[config.mk]
export PLATFORM = sky130hd
export DESIGN_NAME = osc_pll_ctrl
export DESIGN_NICKNAME = d
export VERILOG_FILES = /design/src/rtl/osc_pll_pkg.sv /design/src/rtl/osc_lock_seq.sv /design/src/rtl/osc_pll_regs.sv /design/src/rtl/osc_pll_ratio.sv /design/src/rtl/osc_pll_ctrl.sv
export SDC_FILE = /design/constraint.sdc
export NUM_CORES = 1
export LEC_CHECK = 0
export ABC_CLOCK_PERIOD_IN_PS = 9100
export BUFFER_PORTS_ARGS = -buffer_cell sky130_fd_sc_hd__buf_2
export CAP_MARGIN = 20
export CORE_AREA = 2 2 157 159
export DETAILED_ROUTE_END_ITERATION = 16
export DIE_AREA = 0 0 159 161
export GPL_TIMING_DRIVEN = 0
export PLACE_DENSITY = 0.63
export SLEW_MARGIN = 20
export SYNTH_ARGS = -nofsm -noshare
export SYNTH_HDL_FRONTEND = slang
export SYNTH_SLANG_ARGS = --single-unit
export TNS_END_PERCENT = 10
[constraint.sdc]
create_clock -name clk -period 9.1 [get_ports clk]
set_clock_uncertainty 0.05 [all_clocks]
set_input_delay 1.365 -clock clk [delete_from_list [all_inputs] [get_ports clk]]
set_output_delay 1.365 -clock clk [all_outputs]
set_load 0.05 [all_outputs]
[src/rtl/osc_pll_pkg.sv]
package osc_pll_pkg;

    localparam int REG_W     = 32;
    localparam int MF_W      = 6;
    localparam int SH_W      = 3;
    localparam int MUL_W     = 7;
    localparam int MUL_BIAS  = 2;

    // register offsets
    localparam logic [7:0] OFS_XTAL = 8'h0C;
    localparam logic [7:0] OFS_PLL  = 8'h10;
    localparam logic [7:0] OFS_FREQ = 8'h14;

    // crystal word bit positions
    localparam int XB_OVR  = 0;
    localparam int XB_EN   = 1;
    localparam int XB_STAT = 2;
    localparam int XB_SDIS = 19;
    localparam int XB_TMR  = 20;

    // PLL word bit positions
    localparam int PB_OVR   = 0;
    localparam int PB_EN    = 1;
    localparam int PB_STAT  = 2;
    localparam int PB_P2EN  = 28;
    localparam int PB_TMR   = 29;

    // frequency word field positions
    localparam int FB_P1SH = 0;
    localparam int FB_P1MF = 8;
    localparam int FB_P2MF = 24;

    typedef enum logic [1:0] {
        LS_OFF    = 2'd0,
        LS_SETTLE = 2'd1,
        LS_LOCKED = 2'd2
    } lock_st_e;

endpackage

[src/rtl/osc_lock_seq.sv]
module osc_lock_seq
    import osc_pll_pkg::*;
#(
    parameter int LOCK_CYCLES = 64
) (
    input  logic clk,
    input  logic rst_n,
    input  logic run_i,
    input  logic tmr_i,
    output logic ok_o
);

    localparam int CNT_W = (LOCK_CYCLES > 1) ? $clog2(LOCK_CYCLES) : 1;
    localparam logic [CNT_W-1:0] CNT_LAST = CNT_W'(LOCK_CYCLES - 1);

    lock_st_e         state_q, state_d;
    logic [CNT_W-1:0] cnt_q, cnt_d;

    // state register
    always_ff @(posedge clk or negedge rst_n) begin
        if (!rst_n) begin
            state_q <= LS_OFF;
            cnt_q   <= '0;
        end else begin
            state_q <= state_d;
            cnt_q   <= cnt_d;
        end
    end

    // next state
    always_comb begin
        state_d = state_q;
        cnt_d   = cnt_q;
        unique case (state_q)
            LS_OFF: begin
                cnt_d = '0;
                if (run_i) begin
                    state_d = LS_SETTLE;
                end
            end
            LS_SETTLE: begin
                if (!run_i) begin
                    state_d = LS_OFF;
                    cnt_d   = '0;
                end else if (tmr_i) begin
                    if (cnt_q == CNT_LAST) begin
                        state_d = LS_LOCKED;
                        cnt_d   = '0;
                    end else begin
                        cnt_d = cnt_q + 1'b1;
                    end
                end
            end
            LS_LOCKED: begin
                if (!run_i) begin
                    state_d = LS_OFF;
                end
            end
            default: begin
                state_d = LS_OFF;
                cnt_d   = '0;
            end
        endcase
    end

    // outputs: the flag drops with run in the same cycle
    always_comb begin
        ok_o = (state_q == LS_LOCKED) && run_i;
    end

endmodule

[src/rtl/osc_pll_regs.sv]
module osc_pll_regs
    import osc_pll_pkg::*;
#(
    parameter int ADDR_W = 8
) (
    input  logic              clk,
    input  logic              rst_n,
    input  logic [ADDR_W-1:0] addr,
    input  logic              wr,
    input  logic [REG_W-1:0]  wdata,
    input  logic              stat_xtal,
    input  logic              stat_pll1,
    output logic [REG_W-1:0]  rdata,
    output logic              xtal_ovr,
    output logic              xtal_en,
    output logic              sxtal_dis,
    output logic              xtal_tmr,
    output logic              pll1_ovr,
    output logic              pll1_en,
    output logic              pll2_en,
    output logic              pll_tmr,
    output logic [MF_W-1:0]   p1_mf,
    output logic [SH_W-1:0]   p1_sh,
    output logic [MF_W-1:0]   p2_mf
);

    localparam logic [ADDR_W-1:0] A_XTAL = ADDR_W'(OFS_XTAL);
    localparam logic [ADDR_W-1:0] A_PLL  = ADDR_W'(OFS_PLL);
    localparam logic [ADDR_W-1:0] A_FREQ = ADDR_W'(OFS_FREQ);

    logic hit_xtal, hit_pll, hit_freq;
    logic unused_wdata;

    assign hit_xtal     = (addr == A_XTAL);
    assign hit_pll      = (addr == A_PLL);
    assign hit_freq     = (addr == A_FREQ);
    assign unused_wdata = &{1'b0, wdata};

    always_ff @(posedge clk or negedge rst_n) begin
        if (!rst_n) begin
            xtal_ovr  <= 1'b0;
            xtal_en   <= 1'b0;
            sxtal_dis <= 1'b0;
            xtal_tmr  <= 1'b1;
            pll1_ovr  <= 1'b0;
            pll1_en   <= 1'b0;
            pll2_en   <= 1'b0;
            pll_tmr   <= 1'b1;
            p1_mf     <= '0;
            p1_sh     <= '0;
            p2_mf     <= '0;
        end else if (wr) begin
            if (hit_xtal) begin
                xtal_ovr  <= wdata[XB_OVR];
                xtal_en   <= wdata[XB_EN];
                sxtal_dis <= wdata[XB_SDIS];
                xtal_tmr  <= wdata[XB_TMR];
            end
            if (hit_pll) begin
                pll1_ovr <= wdata[PB_OVR];
                pll1_en  <= wdata[PB_EN];
                pll2_en  <= wdata[PB_P2EN];
                pll_tmr  <= wdata[PB_TMR];
            end
            if (hit_freq) begin
                p1_sh <= wdata[FB_P1SH +: SH_W];
                p1_mf <= wdata[FB_P1MF +: MF_W];
                p2_mf <= wdata[FB_P2MF +: MF_W];
            end
        end
    end

    always_comb begin
        rdata = '0;
        if (hit_xtal) begin
            rdata[XB_OVR]  = xtal_ovr;
            rdata[XB_EN]   = xtal_en;
            rdata[XB_STAT] = stat_xtal;
            rdata[XB_SDIS] = sxtal_dis;
            rdata[XB_TMR]  = xtal_tmr;
        end else if (hit_pll) begin
            rdata[PB_OVR]  = pll1_ovr;
            rdata[PB_EN]   = pll1_en;
            rdata[PB_STAT] = stat_pll1;
            rdata[PB_P2EN] = pll2_en;
            rdata[PB_TMR]  = pll_tmr;
        end else if (hit_freq) begin
            rdata[FB_P1SH +: SH_W] = p1_sh;
            rdata[FB_P1MF +: MF_W] = p1_mf;
            rdata[FB_P2MF +: MF_W] = p2_mf;
        end
    end

endmodule

[src/rtl/osc_pll_ratio.sv]
module osc_pll_ratio
    import osc_pll_pkg::*;
#(
    parameter int RATE_W  = 16,
    parameter bit HAS_DIV = 1'b1,
    localparam int OUT_W  = RATE_W + MUL_W
) (
    input  logic [MF_W-1:0]   mf,
    input  logic [SH_W-1:0]   sh,
    input  logic [RATE_W-1:0] ref_rate,
    output logic [MUL_W-1:0]  mul,
    output logic [SH_W-1:0]   shift,
    output logic [OUT_W-1:0]  rate
);

    logic [OUT_W-1:0] prod;

    assign shift = HAS_DIV ? sh : '0;
    assign mul   = MUL_W'(mf) + MUL_W'(MUL_BIAS);
    assign prod  = OUT_W'(ref_rate) * OUT_W'(mul);
    assign rate  = prod >> shift;

endmodule

[src/rtl/osc_pll_ctrl.sv]
module osc_pll_ctrl
    import osc_pll_pkg::*;
#(
    parameter int ADDR_W      = 8,
    parameter int RATE_W      = 16,
    parameter int LOCK_CYCLES = 64
) (
    input  logic                      clk,
    input  logic                      rst_n,
    input  logic [ADDR_W-1:0]         reg_addr,
    input  logic                      reg_wr,
    input  logic [REG_W-1:0]          reg_wdata,
    output logic [REG_W-1:0]          reg_rdata,
    input  logic [RATE_W-1:0]         ref_rate,
    output logic                      main_xtal_run,
    output logic                      slow_xtal_run,
    output logic                      pll1_run,
    output logic                      pll2_run,
    output logic                      main_xtal_ok,
    output logic                      pll1_ok,
    output logic                      pll2_ok,
    output logic [MUL_W-1:0]          pll1_mul,
    output logic [SH_W-1:0]           pll1_shift,
    output logic [MUL_W-1:0]          pll2_mul,
    output logic [RATE_W+MUL_W-1:0]   pll1_rate,
    output logic [RATE_W+MUL_W-1:0]   pll2_rate
);

    localparam int NSEQ = 3;

    logic xtal_ovr, xtal_en, sxtal_dis, xtal_tmr;
    logic pll1_ovr, pll1_en, pll2_en, pll_tmr;
    logic [MF_W-1:0] p1_mf, p2_mf;
    logic [SH_W-1:0] p1_sh;
    logic [SH_W-1:0] p2_shift_unused;
    logic [NSEQ-1:0] seq_run, seq_tmr, seq_ok;

    osc_pll_regs #(.ADDR_W(ADDR_W)) u_regs (
        .clk       (clk),
        .rst_n     (rst_n),
        .addr      (reg_addr),
        .wr        (reg_wr),
        .wdata     (reg_wdata),
        .stat_xtal (seq_ok[0]),
        .stat_pll1 (seq_ok[1]),
        .rdata     (reg_rdata),
        .xtal_ovr  (xtal_ovr),
        .xtal_en   (xtal_en),
        .sxtal_dis (sxtal_dis),
        .xtal_tmr  (xtal_tmr),
        .pll1_ovr  (pll1_ovr),
        .pll1_en   (pll1_en),
        .pll2_en   (pll2_en),
        .pll_tmr   (pll_tmr),
        .p1_mf     (p1_mf),
        .p1_sh     (p1_sh),
        .p2_mf     (p2_mf)
    );

    // hardware keeps a source running until its override is set
    assign main_xtal_run = !xtal_ovr || xtal_en;
    assign pll1_run      = !pll1_ovr || pll1_en;
    assign pll2_run      = pll2_en;
    assign slow_xtal_run = !sxtal_dis;

    assign seq_run = {pll2_run, pll1_run, main_xtal_run};
    assign seq_tmr = {pll_tmr, pll_tmr, xtal_tmr};

    for (genvar g = 0; g < NSEQ; g++) begin : g_seq
        osc_lock_seq #(.LOCK_CYCLES(LOCK_CYCLES)) u_seq (
            .clk   (clk),
            .rst_n (rst_n),
            .run_i (seq_run[g]),
            .tmr_i (seq_tmr[g]),
            .ok_o  (seq_ok[g])
        );
    end

    assign main_xtal_ok = seq_ok[0];
    assign pll1_ok      = seq_ok[1];
    assign pll2_ok      = seq_ok[2];

    osc_pll_ratio #(.RATE_W(RATE_W), .HAS_DIV(1'b1)) u_ratio1 (
        .mf       (p1_mf),
        .sh       (p1_sh),
        .ref_rate (ref_rate),
        .mul      (pll1_mul),
        .shift    (pll1_shift),
        .rate     (pll1_rate)
    );

    osc_pll_ratio #(.RATE_W(RATE_W), .HAS_DIV(1'b0)) u_ratio2 (
        .mf       (p2_mf),
        .sh       ('0),
        .ref_rate (ref_rate),
        .mul      (pll2_mul),
        .shift    (p2_shift_unused),
        .rate     (pll2_rate)
    );

endmodule

==> results of run 1 <==
-- layer usage --
| layer | global-route usage | vias up | share of wire |
|---|---|---|---|
| met5 | 0 | - | 0 |
| met3 | 0.0270 | 16 | 0.055 |
| li1 | - | 4364 | - |
| met1 | 0.285 | 4481 | 0.46 |
| met4 | 0.0281 | 0 | 0.0090 |
| met2 | 0.366 | 217 | 0.48 |
-- sequential cells by signal, summed over array words and instances (netlist names), 3 cells and up --
name / count
g_seq.u_seq.cnt_q: 18
g_seq.u_seq.state_q: 6
u_regs.p1_mf: 6
u_regs.p2_mf: 6
u_regs.p1_sh: 3
-- worst register-to-register path, stage by stage (launching register included) --
cell      delay [ns]
dfrtp_1         0.34
clkbuf_1        0.31
clkbuf_1        0.38
clkbuf_1        0.47
mux2_2          0.26
-- cell families after synthesis --
family	Yosys count	synth area share
other cells	1	0.000355
buf+inv	270	0.103
mux	59	0.0640
fa+ha+maj	225	0.365
flops	47	0.112
simple gates	450	0.211
compound gates	182	0.110
xor+xnor	43	0.0357
-- cell usage after synthesis, types with 3 or more instances --
cell type,count
o21bai_1,5
nand2_1,175
nand4_1,5
o31ai_1,6
xor2_1,15
dfrtp_1,45
or2_2,4
and2_1,115
o211ai_1,10
buf_4,17
inv_1,196
and3_1,6
or3_1,3
nand2b_1,12
xnor2_1,28
mux2_2,27
a21oi_1,49
a211oi_1,8
buf_2,3
o21ai_1,8
a21o_1,18
o21a_1,5
mux2i_1,27
o21ai_0,45
nor2_1,43
nor4_1,4
nor2b_1,26
ha_1,87
nand3_1,31
fa_1,138
nor3_1,18
mux4_2,4
clkbuf_1,48
-- per-stage QoR --
stage,hold slack (ns),util
2_1_floorplan,0.384,-
3_3_place_gp,0.402,0.487
3_5_place_dp,0.406,0.487
4_1_cts,0.413,0.493
5_1_grt,0.436,0.493
6_report,0.422,0.493
-- power by group --
part           leakage (nW)  switching [W]  internal [W]  total (W)
Sequential            0.609      0.0000337      0.000237   0.000270
Combinational          5.57       0.000669      0.000323   0.000992
Clock                0.0772      0.0000767      0.000117   0.000194
Total                  6.26       0.000780      0.000677    0.00146
-- area by class of cell --
type | count | area [um2] | share of cell area
Buffer | 71 | 343 | 0.0290
Clock buffer | 8 | 156 | 0.0132
Inverter | 199 | 747 | 0.0632
Multi-Input combinational cell | 974 | 8340 | 0.706
Sequential cell | 47 | 1180 | 0.0997
Tap cell | 324 | 405 | 0.0343
Timing Repair Buffer | 129 | 648 | 0.0548
-- path summary, 6_finish.rpt --
check / cells after the start / to / start / slack, ns
worst max-delay path: 22 / pll1_rate[16] / u_regs.p1_mf[1] / 0.56
worst min-delay path: 1 / g_seq[2].u_seq.state_q[0] / g_seq[2].u_seq.state_q[1] / 0.42
worst max register to register: 4 / u_regs.p1_sh[0] / u_regs.p1_sh[0] / 7.23
min in group asynchronous: 1 / u_regs.p1_mf[4] / rst_n / 1.03
max in group asynchronous: 1 / g_seq[1].u_seq.cnt_q[4] / rst_n / 7.57
worst min register to register: 1 / g_seq[2].u_seq.state_q[0] / g_seq[2].u_seq.state_q[1] / 0.42
==> qor.yml, run 1 <==
drive_above_1_share: 0.143
slew_headroom: 0.451
overflow: 0
hp-class: "flop to flop"
syn_inst: 1277
clk_pin_slew_ns: 0.06
timing.fmax_mhz: 117
grt_pass1_vias: 9157
place_area_um2: 11700
fin_total_pwr_w: 0.00146
pre_cts_slack_ns: 0.712
die_x_um: 159
cts_max_path_buffers: 2
path_class: "flop to primary output"
ys_types: 67
crit_family: "adder cells"
rsz0062_at_grt: "no"
yosysTopAreaCell: "fa_1"
cp.required_ns: 7.69
final_cell_area_um2: 11800
hold_buffers: 0
drc: 0
min_period_ns: 8.54
start_kind: "flop"
setup_violations: 0
cp_max_fo: 10
powerDensity_nw_per_um2: 123
cp.arrival_ns: 7.12
avgSynthCellArea_um2: 8.27
cts_made_buffers: 5
drv_slew: 0
core_area_um2: 24000
ant_nets: 0
vias_per_cell: 5.18
dp.cells: 1744
path_buf_inv: 5
finalNonFillerCells: 1752
hpwl_um: 21700
row_count: 57
worst_path_largest_cell_delay_ns: 0.65
worst_path_max_delay_cell: "o311ai_1"
avgRoutedWirePerCell_um: 14.9
fin_crit_sh: 0.938
post-cts-setup-buffers: 0
vias: 9078
yosys_warnings: 0
synth-seq-cells: 47
insertion_delay_ns: 0.29
layout_common_cells: "196 x inv_1, 175 x nand2_1, 138 x fa_1, 131 x buf_2, 115 x and2_1"
io_buffers: 129
finalSetupTns_ns: 0
ir_drop_mv: 0.150
layout_commonest_cell: "inv_1"
grt_max_degree: 48
ys_seq_area_frac: 0.112
htreeDepth: 2
dieArea_um2: 25600
die_h_um: 161
yosys_most_used_dff: "dfrtp_1"
crit_top_cell: "fa_1"
ctsResizeCount: 0
end_kind: "primary output"
root_buffer: "clkbuf_16"
start_util: 0.440
hold_viol: 0
fill_cells: 2387
p_leak_nw: 6.26
drt_first_iter_violations: 348
antenna_found_initial: 0
diodes: 0
cts.sinks: 47
grt_pass1_wl_um: 44400
async_flop_share: 1.00
cts_tree: "built"
drv_cap: 0
synth-edff-count: 0
routed_wl_um: 26000
finalWorstSetupSlack_ns: 0.560
syn2layout_area_growth_pct: 12.0
syn_area_um2: 10600
synth.top_cell.area_share: 0.262
layout.nets: 1711
status: "finished, final reports clean"
dr.pass1.iters: 5
groute.usage.overall: 0.209
tightest_slew_ns: 0.822
gp_congestion: 0.869
ys_top_cells_by_area: "fa_1 26%, dfrtp_1 11%, ha_1 10%"
path_cells: "ha_1 -> nand3_1 -> xnor2_1 -> clkbuf_1 -> nand2_1 -> fa_1 -> fa_1 -> inv_1 -> fa_1 -> inv_1 -> fa_1 -> inv_1 -> ha_1 -> o211ai_1 -> o211ai_1 -> a21o_1 -> a21boi_2 -> o311ai_1 -> mux2i_1 -> a22oi_1 -> mux2i_1 -> buf_2"
ioPinCount: 161
No activity file was read; power rests on OpenSTA's default activity.
==> run 2: changes to the inputs <==
--- a/config.mk
+++ b/config.mk
@@ -8,9 +8,9 @@
 export ABC_CLOCK_PERIOD_IN_PS = 9100
 export BUFFER_PORTS_ARGS = -buffer_cell sky130_fd_sc_hd__buf_2
 export CAP_MARGIN = 20
-export CORE_AREA = 2 2 157 159
+export CORE_AREA = 2 2 180 138
 export DETAILED_ROUTE_END_ITERATION = 16
-export DIE_AREA = 0 0 159 161
+export DIE_AREA = 0 0 182 140
 export GPL_TIMING_DRIVEN = 0
 export PLACE_DENSITY = 0.63
 export SLEW_MARGIN = 20
==> qor.yml, run 2 (synthesized netlist as in run 1, its figures left out) <==
status: "finished, final reports clean"  # unchanged
path_class: "flop to primary output"  # unchanged
end_kind: "primary output"  # unchanged
netSwitchingFraction: 0.539  # was 0.535
insertion_delay_ns: 0.29  # about the same
root_buffer: "clkbuf_16"  # unchanged
grt_max_degree: 48  # unchanged
min_period_ns: 8.54  # about the same
path_cells: "ha_1 -> xor2_1 -> clkbuf_1 -> nand2_1 -> fa_1 -> fa_1 -> inv_1 -> fa_1 -> inv_1 -> fa_1 -> inv_1 -> ha_1 -> buf_2 -> a21o_1 -> a21o_1 -> a21oi_1 -> o21ai_1 -> a211oi_2 -> xor2_1 -> mux4_2 -> mux2i_1 -> buf_2"  # was ha_1 -> nand3_1 -> xnor2_1 -> clkbuf_1 -> nand2_1 -> fa_1 -> fa_1 -> inv_1 -> fa_1 -> inv_1 -> fa_1 -> inv_1 -> ha_1 -> o211ai_1 -> o211ai_1 -> a21o_1 -> a21boi_2 -> o311ai_1 -> mux2i_1 -> a22oi_1 -> mux2i_1 -> buf_2
row_count: 49  # was 57
min_from: "g_seq[2].u_seq.state_q[1]"  # unchanged
layout.nets: 1711  # unchanged
critPathLaunch: "u_regs.p1_mf[1]"  # unchanged
pwr-share-clk: 0.130  # was 0.133
htreeDepth: 2  # unchanged
clk_pin_slew_ns: 0.07  # was 0.06 ns
place_area_um2: 11600  # was 11700 um2
final_cell_area_um2: 11800  # about the same
grt_pass1_vias: 8832  # was 9157
combPwrFrac: 0.684  # was 0.681
tightest_slew_ns: 0.855  # was 0.822 ns
layout_commonest_cell: "inv_1"  # unchanged
cp.arrival_ns: 7.12  # about the same
ir_drop_mv: 0.124  # was 0.150 mV
hpwl_um: 22000  # was 21700 um
dr.pass1.iters: 5  # unchanged
hp-class: "flop to flop"  # unchanged
timing.fmax_mhz: 117  # about the same
cts.sinks: 47  # unchanged
core_area_um2: 23700  # was 24000 um2
grt_pass1_wl_um: 44500  # was 44400 um
largest_reg_flops: 18  # unchanged
layout_common_cells: "196 x inv_1, 175 x nand2_1, 138 x fa_1, 131 x buf_2, 115 x and2_1"  # unchanged
cts_tree: "built"  # unchanged
fin_total_pwr_w: 0.00145  # was 0.00146 W
die_x_um: 182  # was 159 um
vias_per_cell: 5.29  # was 5.18
vias: 9172  # was 9078
rsz0062_at_grt: "yes"  # was no
p_int_w: 0.000669  # was 0.000677 W
drive_above_1_share: 0.144  # was 0.143
start_util: 0.446  # was 0.440
cp.required_ns: 7.69  # about the same
top_register: "g_seq.u_seq.cnt_q"  # unchanged
p_switching_w: 0.000783  # was 0.000780 W
slew_headroom: 0.428  # was 0.451
crit_top_cell: "fa_1"  # unchanged
cp_max_fo: 10  # unchanged
setup_violations: 0  # unchanged
routed_wl_um: 26500  # was 26000 um
p_leak_nw: 6.25  # was 6.26 nW
finalNonFillerCells: 1735  # was 1752
antenna_found_initial: 4  # was 0
powerDensity_nw_per_um2: 123  # about the same
io_buffers: 129  # unchanged
worst_path_max_delay_cell: "dfrtp_1"  # was o311ai_1
drv_slew: 0  # unchanged
ant_nets: 0  # unchanged
drv_cap: 0  # unchanged
finalSetupTns_ns: 0  # unchanged
ioPinCount: 161  # unchanged
syn2layout_area_growth_pct: 11.8  # was 12.0%
worstReg2RegStart: "u_regs.p1_sh[0]"  # unchanged
r2r_slack_ns: 7.17  # was 7.23 ns
dp.cells: 1726  # was 1744
finalWorstSetupSlack_ns: 0.561  # was 0.560 ns
overflow: 0  # unchanged
post-cts-setup-buffers: 0  # unchanged
crit_family: "adder cells"  # unchanged
cts_made_buffers: 5  # unchanged
worst_path_largest_cell_delay_ns: 0.57  # was 0.65 ns
cts_max_path_buffers: 2  # unchanged
die_h_um: 140  # was 161 um
groute.usage.overall: 0.213  # was 0.209
path_buf_inv: 6  # was 5
avgRoutedWirePerCell_um: 15.3  # was 14.9 um
hold_viol: 0  # unchanged
reg2regPathDepth: 4  # unchanged
gp_congestion: 0.871  # was 0.869
drt_first_iter_violations: 474  # was 348
crit_cells: 22  # unchanged
fin_crit_sh: 0.938  # about the same
dieArea_um2: 25500  # was 25600 um2
seqPwrFrac: 0.186  # about the same
min_path_cells: 1  # unchanged
start_kind: "flop"  # unchanged
pre_cts_slack_ns: 0.721  # was 0.712 ns
drc: 0  # unchanged
run 2: changes by cell type in the layout (fill, tap and decap cells not counted):
cell	change
clkinvlp_4	+1
clkbuf_8	-1
o311ai_2	+1
clkinv_4	+1
o311ai_1	-1
clkbuf_1	-1
diode_2	+1
run 2: path summary, 6_finish.rpt:
| kind | to |
|---|---|
| hold reg to reg | g_seq[2].u_seq.state_q[0] |
| min in group asynchronous | g_seq[1].u_seq.state_q[1] |
| setup / recovery | pll1_rate[15] |
| max in group asynchronous | g_seq[2].u_seq.cnt_q[3] |
| hold / removal | g_seq[2].u_seq.state_q[0] |
| setup reg to reg | u_regs.p1_sh[0] |
run 2: layer usage:
| layer | share of wire | vias up | global-route usage |
|---|---|---|---|
| met5 | 0.00091 | - | 0 |
| met2 | 0.44 | 289 | 0.334 |
| met3 | 0.073 | 18 | 0.0242 |
| met4 | 0.0057 | 4 | 0.0187 |
| li1 | - | 4374 | - |
| met1 | 0.48 | 4487 | 0.328 |
run 2: power groups by stage:
stage               sequential, W  combinational (W)  clock [W]
CTS                      0.000270            0.00100   0.000193
global route             0.000276            0.00110   0.000203
floorplan                0.000267           0.000787          0
detailed placement       0.000274           0.000996          0
global placement         0.000272           0.000986          0
finish                   0.000271           0.000994   0.000188
run 2: what timing repair did:
| item | 4_1_cts | 5_1_grt |
|---|---|---|
| endpoints found under the setup margin | 0 | 7 |
| hold buffers | 0 | 0 |
| resized for setup | 0 | 1 |
run 2: worst register-to-register path, delay by kind of cell, from the launching register on:
| kind | cells | cell delay [ns] |
|---|---|---|
| flip-flops | 1 | 0.34 |
| buffers and inverters | 3 | 1.21 |
| multiplexers | 1 | 0.28 |
run 2: area by class of cell:
cell class	instances	area (um2)
diodes	1	2.50
plain buffers	71	343
clock buffers	6	139
clock inverters	2	16.3
fillers	2343	11900
inverters	199	747
multi-input cells	974	8350
flip-flops and latches	47	1180
well taps	306	383
repair buffers	129	648
run 2: stage by stage:
step,util,hold WS [ns]
after detailed placement,0.492,0.416
after global placement,0.492,0.389
after floorplan,-,0.384
after global routing,0.499,0.437
after CTS,0.498,0.427
final,0.499,0.427
